===== config.mk =====
export PLATFORM = sky130hd
export DESIGN_NAME = voice_out_seq
export DESIGN_NICKNAME = d
export VERILOG_FILES = /design/src/rtl/voice_out_pkg.sv /design/src/rtl/tone_gen.sv /design/src/rtl/frame_watch.sv /design/src/rtl/ser_window.sv /design/src/rtl/voice_out_seq.sv
export SDC_FILE = /design/constraint.sdc
export NUM_CORES = 1
export LEC_CHECK = 0
export BUFFER_PORTS_ARGS = -buffer_cell sky130_fd_sc_hd__buf_2
export CAP_MARGIN = 20
export CORE_MARGIN = 3
export CORE_UTILIZATION = 54
export CTS_CLUSTER_SIZE = 16
export DETAILED_ROUTE_END_ITERATION = 12
export PLACE_DENSITY_LB_ADDON = 0.05
export SYNTH_ARGS = -nofsm -noshare
export SYNTH_HDL_FRONTEND = slang
export SYNTH_SLANG_ARGS = --single-unit
export TNS_END_PERCENT = 100

===== constraint.sdc =====
create_clock -name clk -period 2.11 [get_ports clk]
set_clock_uncertainty 0.2 [all_clocks]
set_input_delay 0.211 -clock clk [delete_from_list [all_inputs] [get_ports clk]]
set_output_delay 0.211 -clock clk [all_outputs]
set_load 0.03 [all_outputs]

===== src/rtl/voice_out_pkg.sv =====
package voice_out_pkg;

  typedef enum logic {PH_POS = 1'b0, PH_NEG = 1'b1} tone_ph_e;

  function automatic int cnt_w(input int n);
    return (n > 1) ? $clog2(n) : 1;
  endfunction

endpackage


===== src/rtl/tone_gen.sv =====
module tone_gen
  import voice_out_pkg::*;
#(
  parameter int WORD_W = 8,
  parameter int TONE_FRAMES = 8,
  parameter logic [WORD_W-1:0] TONE_POS = 8'h9A,
  parameter logic [WORD_W-1:0] TONE_NEG = 8'h1A
) (
  input  logic              clk,
  input  logic              rst,
  input  logic              tick,
  output logic [WORD_W-1:0] tone_word
);
  localparam int TW = cnt_w(TONE_FRAMES);

  logic [TW-1:0] tcnt;
  tone_ph_e      phase;

  always_ff @(posedge clk) begin
    if (rst) begin
      tcnt  <= '0;
      phase <= PH_POS;
    end else if (tick) begin
      if (tcnt == TW'(TONE_FRAMES - 1)) begin
        tcnt  <= '0;
        phase <= (phase == PH_POS) ? PH_NEG : PH_POS;
      end else begin
        tcnt <= tcnt + 1'b1;
      end
    end
  end

  assign tone_word = (phase == PH_POS) ? TONE_POS : TONE_NEG;
endmodule


===== src/rtl/frame_watch.sv =====
module frame_watch
  import voice_out_pkg::*;
#(
  parameter int MISS_TICKS = 2
) (
  input  logic clk,
  input  logic rst,
  input  logic tick,
  input  logic done,
  output logic starved
);
  localparam int MW = cnt_w(MISS_TICKS + 1);

  logic [MW-1:0] miss;

  always_ff @(posedge clk) begin
    if (rst || done) begin
      miss <= '0;
    end else if (tick && miss != MW'(MISS_TICKS)) begin
      miss <= miss + 1'b1;
    end
  end

  assign starved = (miss == MW'(MISS_TICKS));
endmodule


===== src/rtl/ser_window.sv =====
module ser_window
  import voice_out_pkg::*;
#(
  parameter int WORD_W = 8,
  parameter int CLK_DIV = 2
) (
  input  logic              clk,
  input  logic              rst,
  input  logic              start,
  input  logic [WORD_W-1:0] load_word,
  input  logic              loop_en,
  output logic              busy,
  output logic              sclk,
  output logic              sdat
);
  localparam int HALVES = 2 * WORD_W;
  localparam int DW = cnt_w(CLK_DIV);
  localparam int HW = cnt_w(HALVES);

  logic [DW-1:0]     div;
  logic [HW-1:0]     half;
  logic [WORD_W-1:0] sh;

  always_ff @(posedge clk) begin
    if (rst) begin
      busy <= 1'b0;
      sclk <= 1'b0;
      div  <= '0;
      half <= '0;
      sh   <= '0;
    end else begin
      if (!busy) begin
        if (start) begin
          busy <= 1'b1;
          sh   <= load_word;
          div  <= '0;
          half <= '0;
          sclk <= 1'b0;
        end
      end else if (div == DW'(CLK_DIV - 1)) begin
        div <= '0;
        if (half == HW'(HALVES - 1)) begin
          busy <= 1'b0;
          sclk <= 1'b0;
          half <= '0;
        end else begin
          half <= half + 1'b1;
          if (!half[0]) begin
            sclk <= 1'b1;
          end else begin
            sclk <= 1'b0;
            sh   <= {sh[WORD_W-2:0], 1'b0};
          end
        end
      end else begin
        div <= div + 1'b1;
      end
      if (loop_en) sclk <= 1'b0;
    end
  end

  assign sdat = sh[WORD_W-1];
endmodule


===== src/rtl/voice_out_seq.sv =====
module voice_out_seq
  import voice_out_pkg::*;
#(
  parameter int WORD_W = 8,
  parameter int CLK_DIV = 2,
  parameter int TONE_FRAMES = 8,
  parameter int MISS_TICKS = 2,
  parameter logic [WORD_W-1:0] TONE_POS = 8'h9A,
  parameter logic [WORD_W-1:0] TONE_NEG = 8'h1A
) (
  input  logic              clk,
  input  logic              rst,
  input  logic              frm_done,
  input  logic [WORD_W-1:0] frm_word,
  input  logic [1:0]        frm_sig,
  input  logic              tone_en,
  input  logic              loop_en,
  input  logic              tick_125,
  output logic              xmt_en,
  output logic              ser_clk,
  output logic              ser_dat,
  output logic [1:0]        sig_out
);
  logic [WORD_W-1:0] tone_word;
  logic [WORD_W-1:0] word_sel;
  logic              starved;
  logic              self_go;
  logic              go;

  tone_gen #(
    .WORD_W(WORD_W), .TONE_FRAMES(TONE_FRAMES),
    .TONE_POS(TONE_POS), .TONE_NEG(TONE_NEG)
  ) tone_i (
    .clk(clk), .rst(rst), .tick(tick_125), .tone_word(tone_word)
  );

  frame_watch #(.MISS_TICKS(MISS_TICKS)) watch_i (
    .clk(clk), .rst(rst), .tick(tick_125), .done(frm_done), .starved(starved)
  );

  assign self_go  = tick_125 & tone_en & starved;
  assign go       = (frm_done | self_go) & ~xmt_en;
  assign word_sel = tone_en ? tone_word : frm_word;

  ser_window #(.WORD_W(WORD_W), .CLK_DIV(CLK_DIV)) win_i (
    .clk(clk), .rst(rst), .start(go), .load_word(word_sel),
    .loop_en(loop_en), .busy(xmt_en), .sclk(ser_clk), .sdat(ser_dat)
  );

  always_ff @(posedge clk) begin
    if (rst) begin
      sig_out <= 2'b00;
    end else if (frm_done && !xmt_en) begin
      sig_out <= frm_sig;
    end
  end
endmodule


==> Word-level counts from Yosys, hierarchy flattened <==
Cells that the tools add are included.
{ "word_totals": {"ramBits": 0, "ff_bits": 23, "out_inout_bits": 5, "mem_bits_ro": 0, "mem_count": 0, "latchBits": 0} }
{ "classes": {"multipliers": 0, "eq_ne": 7, "magnitude_cmp": 0, "n_addsub": 4, "bitwise_logic": 5, "shift": 0, "n_reduce_logical": 9, "n_div": 0, "mux": 24} }
{ "op_table": {"columns": ["cell", "count"], "rows": [
  ["2-to-1 mux 8 bit", 7],
  ["2-to-1 mux 4 bit", 4],
  ["2-to-1 mux 1 bit", 12],
  ["inequality test 2 bit, second input constant", 4],
  ["adder 4 x 1 -> 4 bit, second input constant", 1],
  ["equality test 4 bit, second input constant", 1],
  ["AND reduction 2 bit", 2],
  ["AND reduction 4 bit", 1],
  ["adder 3 x 1 -> 3 bit, second input constant", 1],
  ["bitwise AND 1 bit", 3],
  ["equality test 3 bit, second input constant", 1],
  ["2-to-1 mux 3 bit", 1],
  ["adder 2 x 1 -> 2 bit, second input constant", 1],
  ["equality test 2 bit, second input constant", 1],
  ["logical AND 1 bit", 2],
  ["nonzero test 2 bit", 1],
  ["OR reduction 2 bit", 1],
  ["adder 1 bit, second input constant", 1],
  ["zero test 1 bit", 1],
  ["logical OR 1 bit", 1],
  ["inverter 1 bit", 1],
  ["OR 1 bit", 1]
]} }

==> Logic depth before layout (Yosys ltp) <==
{ "depth": {"depth_word": 6, "mapped_depth": 6, "ltp_nobuf": 5} }

==> By module <==
Synthesis repeated with hierarchy kept, for this count alone.
{ "hier_totals": {"hier_cells": 132, "area_unflattened_um2": 1352.5} }
{ "modules_own_cells": {"columns": ["module", "area_each_um2", "instances", "cells_each"], "rows": [
  ["ser_window", 772.0, 1, 77],
  ["tone_gen", 242.7, 1, 26],
  ["voice_out_seq", 232.7, 1, 20],
  ["frame_watch", 105.1, 1, 9]
]} }

==> Worst setup path after synthesis <==
Ideal clock, no wire load.
{ "synth_timing": {"kind": "register -> register", "startpoint": "register watch_i.miss[0]", "endpoint": "register win_i.sh[2]", "arrival_ns": 1.517, "t_required_ns": 1.789, "period_less_slack_ns": 1.838, "n_path_buf": 0, "stages_incl_launch_ff": 6, "setup_slack_ns": 0.272, "setup_ns": 0.121, "path_cell_list": "dfxtp_1 inv_1 ha_1 a311o_4 o2111ai_4 mux2_4"} }
{ "synth_between": {"elab_chain_cells": 6} }
{ "synth_lines": {"columns": ["element", "line", "text"], "rows": [
  ["start: declaration", "frame_watch.sv:14", "logic [MW-1:0] miss;"],
  ["start signal: assignment", "frame_watch.sv:20", "miss <= miss + 1'b1;"],
  ["equality test 2 bit", "frame_watch.sv:24", "assign starved = (miss == MW'(MISS_TICKS));"],
  ["bitwise AND 1 bit", "voice_out_seq.sv:41", "assign self_go = tick_125 & tone_en & starved;"],
  ["OR 1 bit", "voice_out_seq.sv:42", "assign go = (frm_done | self_go) & ~xmt_en;"],
  ["bitwise AND 1 bit", "voice_out_seq.sv:42", null],
  ["nonzero test 2 bit (no source line)", null, null],
  ["AND reduction 4 bit (no source line)", null, null],
  ["end signal: assignment", "ser_window.sv:35", "sh <= load_word;"],
  ["end signal: assignment", "ser_window.sv:52", "sh <= {sh[WORD_W-2:0], 1'b0};"],
  ["end: declaration", "ser_window.sv:22", "logic [WORD_W-1:0] sh;"]
]} }
Every way passes these cells.
A chain may end at the register's enable or synchronous reset.

==> Worst setup path after layout <==
{ "layout_timing": {"startpoint": "register watch_i.miss[0]", "endpoint": "register win_i.sh[5]"} }
Same word-level chain as after synthesis.

==> reports/results.txt <==
Overflow left after global routing - 0
Predominant post-synthesis flop cell - sky130_fd_sc_hd__dfxtp_1
Die X - 52.82 µm
Hold Crit Start - frm_word[1]
Total leakage power - 0.5841 nW
Power spent charging and discharging nets - 247.3 µW
Total GRT Usage - 19.22%
Worst-case hold path end point - win_i.sh[1]
Clock Sinks - 23
Achievable frequency - 516.5 MHz
Final-report hold violation count - 0
Internal power summed over all cells - 616.2 µW
Switching power share of the total - 28.64%
Antenna viol nets, final - 0
Detail Route met3 WL - 86 µm
Worst Tran Pin Value - 0.4278 ns
Worst vdd rail ir drop - 0.0004216 V
Number of cells produced by synthesis - 127
FILL cells - 176
Total count of max-transition violations in the final report - 0
Placed standard-cell area - 1285 µm²
Logic depth of the worst register-to-register path - 5
Largest net degree at the start of global routing - 25
Number of iterations in the first detailed-routing pass - 4
Buffer depth of the longest clock path - 2
Number of global-route vias before repair - 899
Die height - 52.82 µm
Relative contribution of the clock network to total power - 23.7%
Worst setup slack for register-to-register paths - 0.17 ns
Routability-driven placement congestion ratio - 0.8023
Wire length of the first global-routing pass - 3.974 mm
Met1 routed wirelength after detailed routing - 1.101 mm
Final period util - 91.75%
Floorplan Core Area - 2022 µm²
Ratio of routed vias to standard cells - 5.461
Kind of critical path - reg -> reg
Post-synth top area cell - sky130_fd_sc_hd__dfxtp_1
Power share of the sequential group - 55.9%
Non-filler cells, final - 178
Share of the synthesized area in the top cell type - 38.90%
Top cell types by occurrence after synthesis - sky130_fd_sc_hd__dfxtp_1, sky130_fd_sc_hd__nand2_1, sky130_fd_sc_hd__nor2_1
Layout-stage area growth over the synthesis result - 15.01%
Combined area of all synthesized cells - 1184 µm²
Initial antenna violation count - 0
Starting density of the core - 58.54%
Row cnt - 16
Half-perimeter wire length of the detailed placement result - 1.613 mm
Largest cells by area after synthesis - sky130_fd_sc_hd__dfxtp_1, sky130_fd_sc_hd__mux2i_1, sky130_fd_sc_hd__ha_1
Worst-path clk slew - 0.13 ns
# resized after CTS - 0
Leading cell type by number of instances after synthesis - sky130_fd_sc_hd__dfxtp_1
Area of the die - 2789 µm²
Maximum fanout encountered on the critical timing path - 8
Cell at the root of the clock tree - sky130_fd_sc_hd__clkbuf_4
Proportion of layout cells with a drive suffix above 1 - 23.18%
Clock tree from TritonCTS - yes
Routed length on met2 - 1.092 mm
Status - finished, final reports clean
Top-level I/O count - 21
Unrepaired setup endpoints after global routing - no
Count of synthesis-stage warnings from yosys - 0
Count of flip-flops with a built-in enable after synthesis - 0
DRC violations left - 0
Total clock buffers created by CTS - 3
Kind of end point of the critical path - flip-flop
Worst slew margin - 71.48%
Power density over the cells - 634.3 nW/µm²
Period minus WS final - 1.936 ns
Total instance count after detailed placement - 169
Routed via count - 972
Number of violations reported at the end of detailed-routing iteration 0 - 19
Startpoint of the most critical register-to-register path - watch_i.miss[0]
Post-Syn Nets - 147
Final Cell Area - 1361 µm²
Register area share after synthesis - 38.90%
Sum of negative setup slack - 0 ns
Insertion delay to the later sink of the worst-skew pair - 0.31 ns
Total of flip-flops plus latches after synthesis - 23
HP Class - in -> reg
Routed wire length per instance - 12.98 µm
Mean post-synth cell area - 9.320 µm²
Power, Total - 863.5 µW
Final Setup Violations - 0
Reg-to-reg endpoint - win_i.sh[5]
Distinct cell type count after synthesis - 38
WHS Path Cells - 4
Category of the worst setup path launch point - flip-flop
Data required, critical path - 2.12 ns
Net count of the finished layout - 172
Fraction of registers with async set/reset - 0%
H-tree levels - 1
Combinational cell fraction of total power - 20.4%
Top metal layer carrying routed signals - met4
Postcts setup bufs - 0
Max-cap viol count - 0
WL final - 2.311 mm
IO Port Bufs - 20
Total inserted antenna cells - 0
Arrival time worst endpoint - 1.95 ns
-- how the worst max path moves through the flow --
stage                     slack (ns)           to             from  cells after the start
final                           0.17  win_i.sh[5]  watch_i.miss[0]                      5
after detailed placement        0.20  win_i.sh[5]  watch_i.miss[0]                      5
after floorplan                 0.27  win_i.sh[2]  watch_i.miss[0]                      5
after global placement          0.23  win_i.sh[6]  watch_i.miss[0]                      5
after global routing             0.1  win_i.sh[6]  watch_i.miss[0]                      5
after CTS                       0.18  win_i.sh[5]  watch_i.miss[0]                      5
-- what timing repair did --
action                                 4_1_cts  5_1_grt
hold buffers                                 5        0
endpoints found under the hold margin        6        0
setup endpoints to repair                    0        0
-- logic make-up after synthesis --
kind of cell	share of synthesized area, %
flip-flops	38.90
XOR/XNOR	1.480
buffers and inverters	5.602
adder cells (fa/ha/maj)	4.228
AND/OR/NAND/NOR	21.78
multiplexers	11.42
AO/OA/AOI/OAI	16.60
-- routing by layer --
layer / vias up / GRT usage [%]
met5: - / 0
met4: 0 / 6.383
met3: 4 / 4.274
met2: 20 / 30.99
met1: 448 / 25.09
li1: 500 / -
-- stage by stage --
step                      setup slack [ns]  hold slack [ns]  utilization, %
after floorplan                     0.2716          0.08835               -
after CTS                           0.1765          0.07586           67.33
after detailed placement            0.1997           0.1893           63.55
after global placement              0.2292           0.1760           63.55
after global routing               0.09663           0.1023           67.33
final                               0.1740          0.07965           67.33
-- state kept, by name, indices dropped and copies added (netlist names) --
signal and cells:
tone_i.tcnt 3, win_i.busy 1, watch_i.miss 2, tone_i.phase 1, win_i.half 4, win_i.div 1
win_i.sclk 1, win_i.sh 8, sig_out 2
-- cells in the final DEF, fill, tap and decap left out, types with 2 or more instances in the layout --
master                          netlist  layout
sky130_fd_sc_hd__nand3_1              4       4
sky130_fd_sc_hd__dlygate4sd3_1        0       5
sky130_fd_sc_hd__or3_1                3       3
sky130_fd_sc_hd__mux2_4               3       3
sky130_fd_sc_hd__nor3_1               2       2
sky130_fd_sc_hd__mux2i_1              9       9
sky130_fd_sc_hd__nand2_1             13      13
sky130_fd_sc_hd__nor2_1              11      11
sky130_fd_sc_hd__inv_1                4       4
sky130_fd_sc_hd__buf_2                2      20
sky130_fd_sc_hd__ha_1                 4       4
sky130_fd_sc_hd__clkbuf_4             0       3
sky130_fd_sc_hd__o21ai_1              4       4
sky130_fd_sc_hd__nand4_1              2       2
sky130_fd_sc_hd__nor2b_1              7       7
sky130_fd_sc_hd__o211ai_1             2       2
sky130_fd_sc_hd__a21oi_1              7       7
sky130_fd_sc_hd__dfxtp_1             23      23
sky130_fd_sc_hd__buf_4                1       2
sky130_fd_sc_hd__or3b_2               3       3
sky130_fd_sc_hd__nand2b_1             2       2
-- worst max-delay path, stage by stage (launching register included) --
cell and delay (ns):
sky130_fd_sc_hd__dfxtp_1 0.37, sky130_fd_sc_hd__inv_1 0.05, sky130_fd_sc_hd__ha_1 0.23, sky130_fd_sc_hd__a311o_4 0.45
sky130_fd_sc_hd__o2111ai_4 0.20, sky130_fd_sc_hd__mux2_4 0.34
-- cell type report --
class / count / area, µm² / area share, %
inverters: 5 / 18.77 / 1.379
flip-flops and latches: 23 / 460.4 / 33.82
clock buffers: 4 / 26.28 / 1.930
well taps: 27 / 33.78 / 2.482
multi-input cells: 92 / 656.9 / 48.25
repair buffers: 27 / 165.2 / 12.13
-- power groups by stage --
stage | Combinational (mW) | Clock, mW | Sequential, mW
2_1_floorplan | 0.123 | 0 | 0.498
3_3_place_gp | 0.166 | 0 | 0.492
3_5_place_dp | 0.169 | 0 | 0.492
4_1_cts | 0.177 | 0.210 | 0.483
5_1_grt | 0.197 | 0.230 | 0.488
6_report | 0.176 | 0.205 | 0.483
No activity file was read; power rests on OpenSTA's default activity.
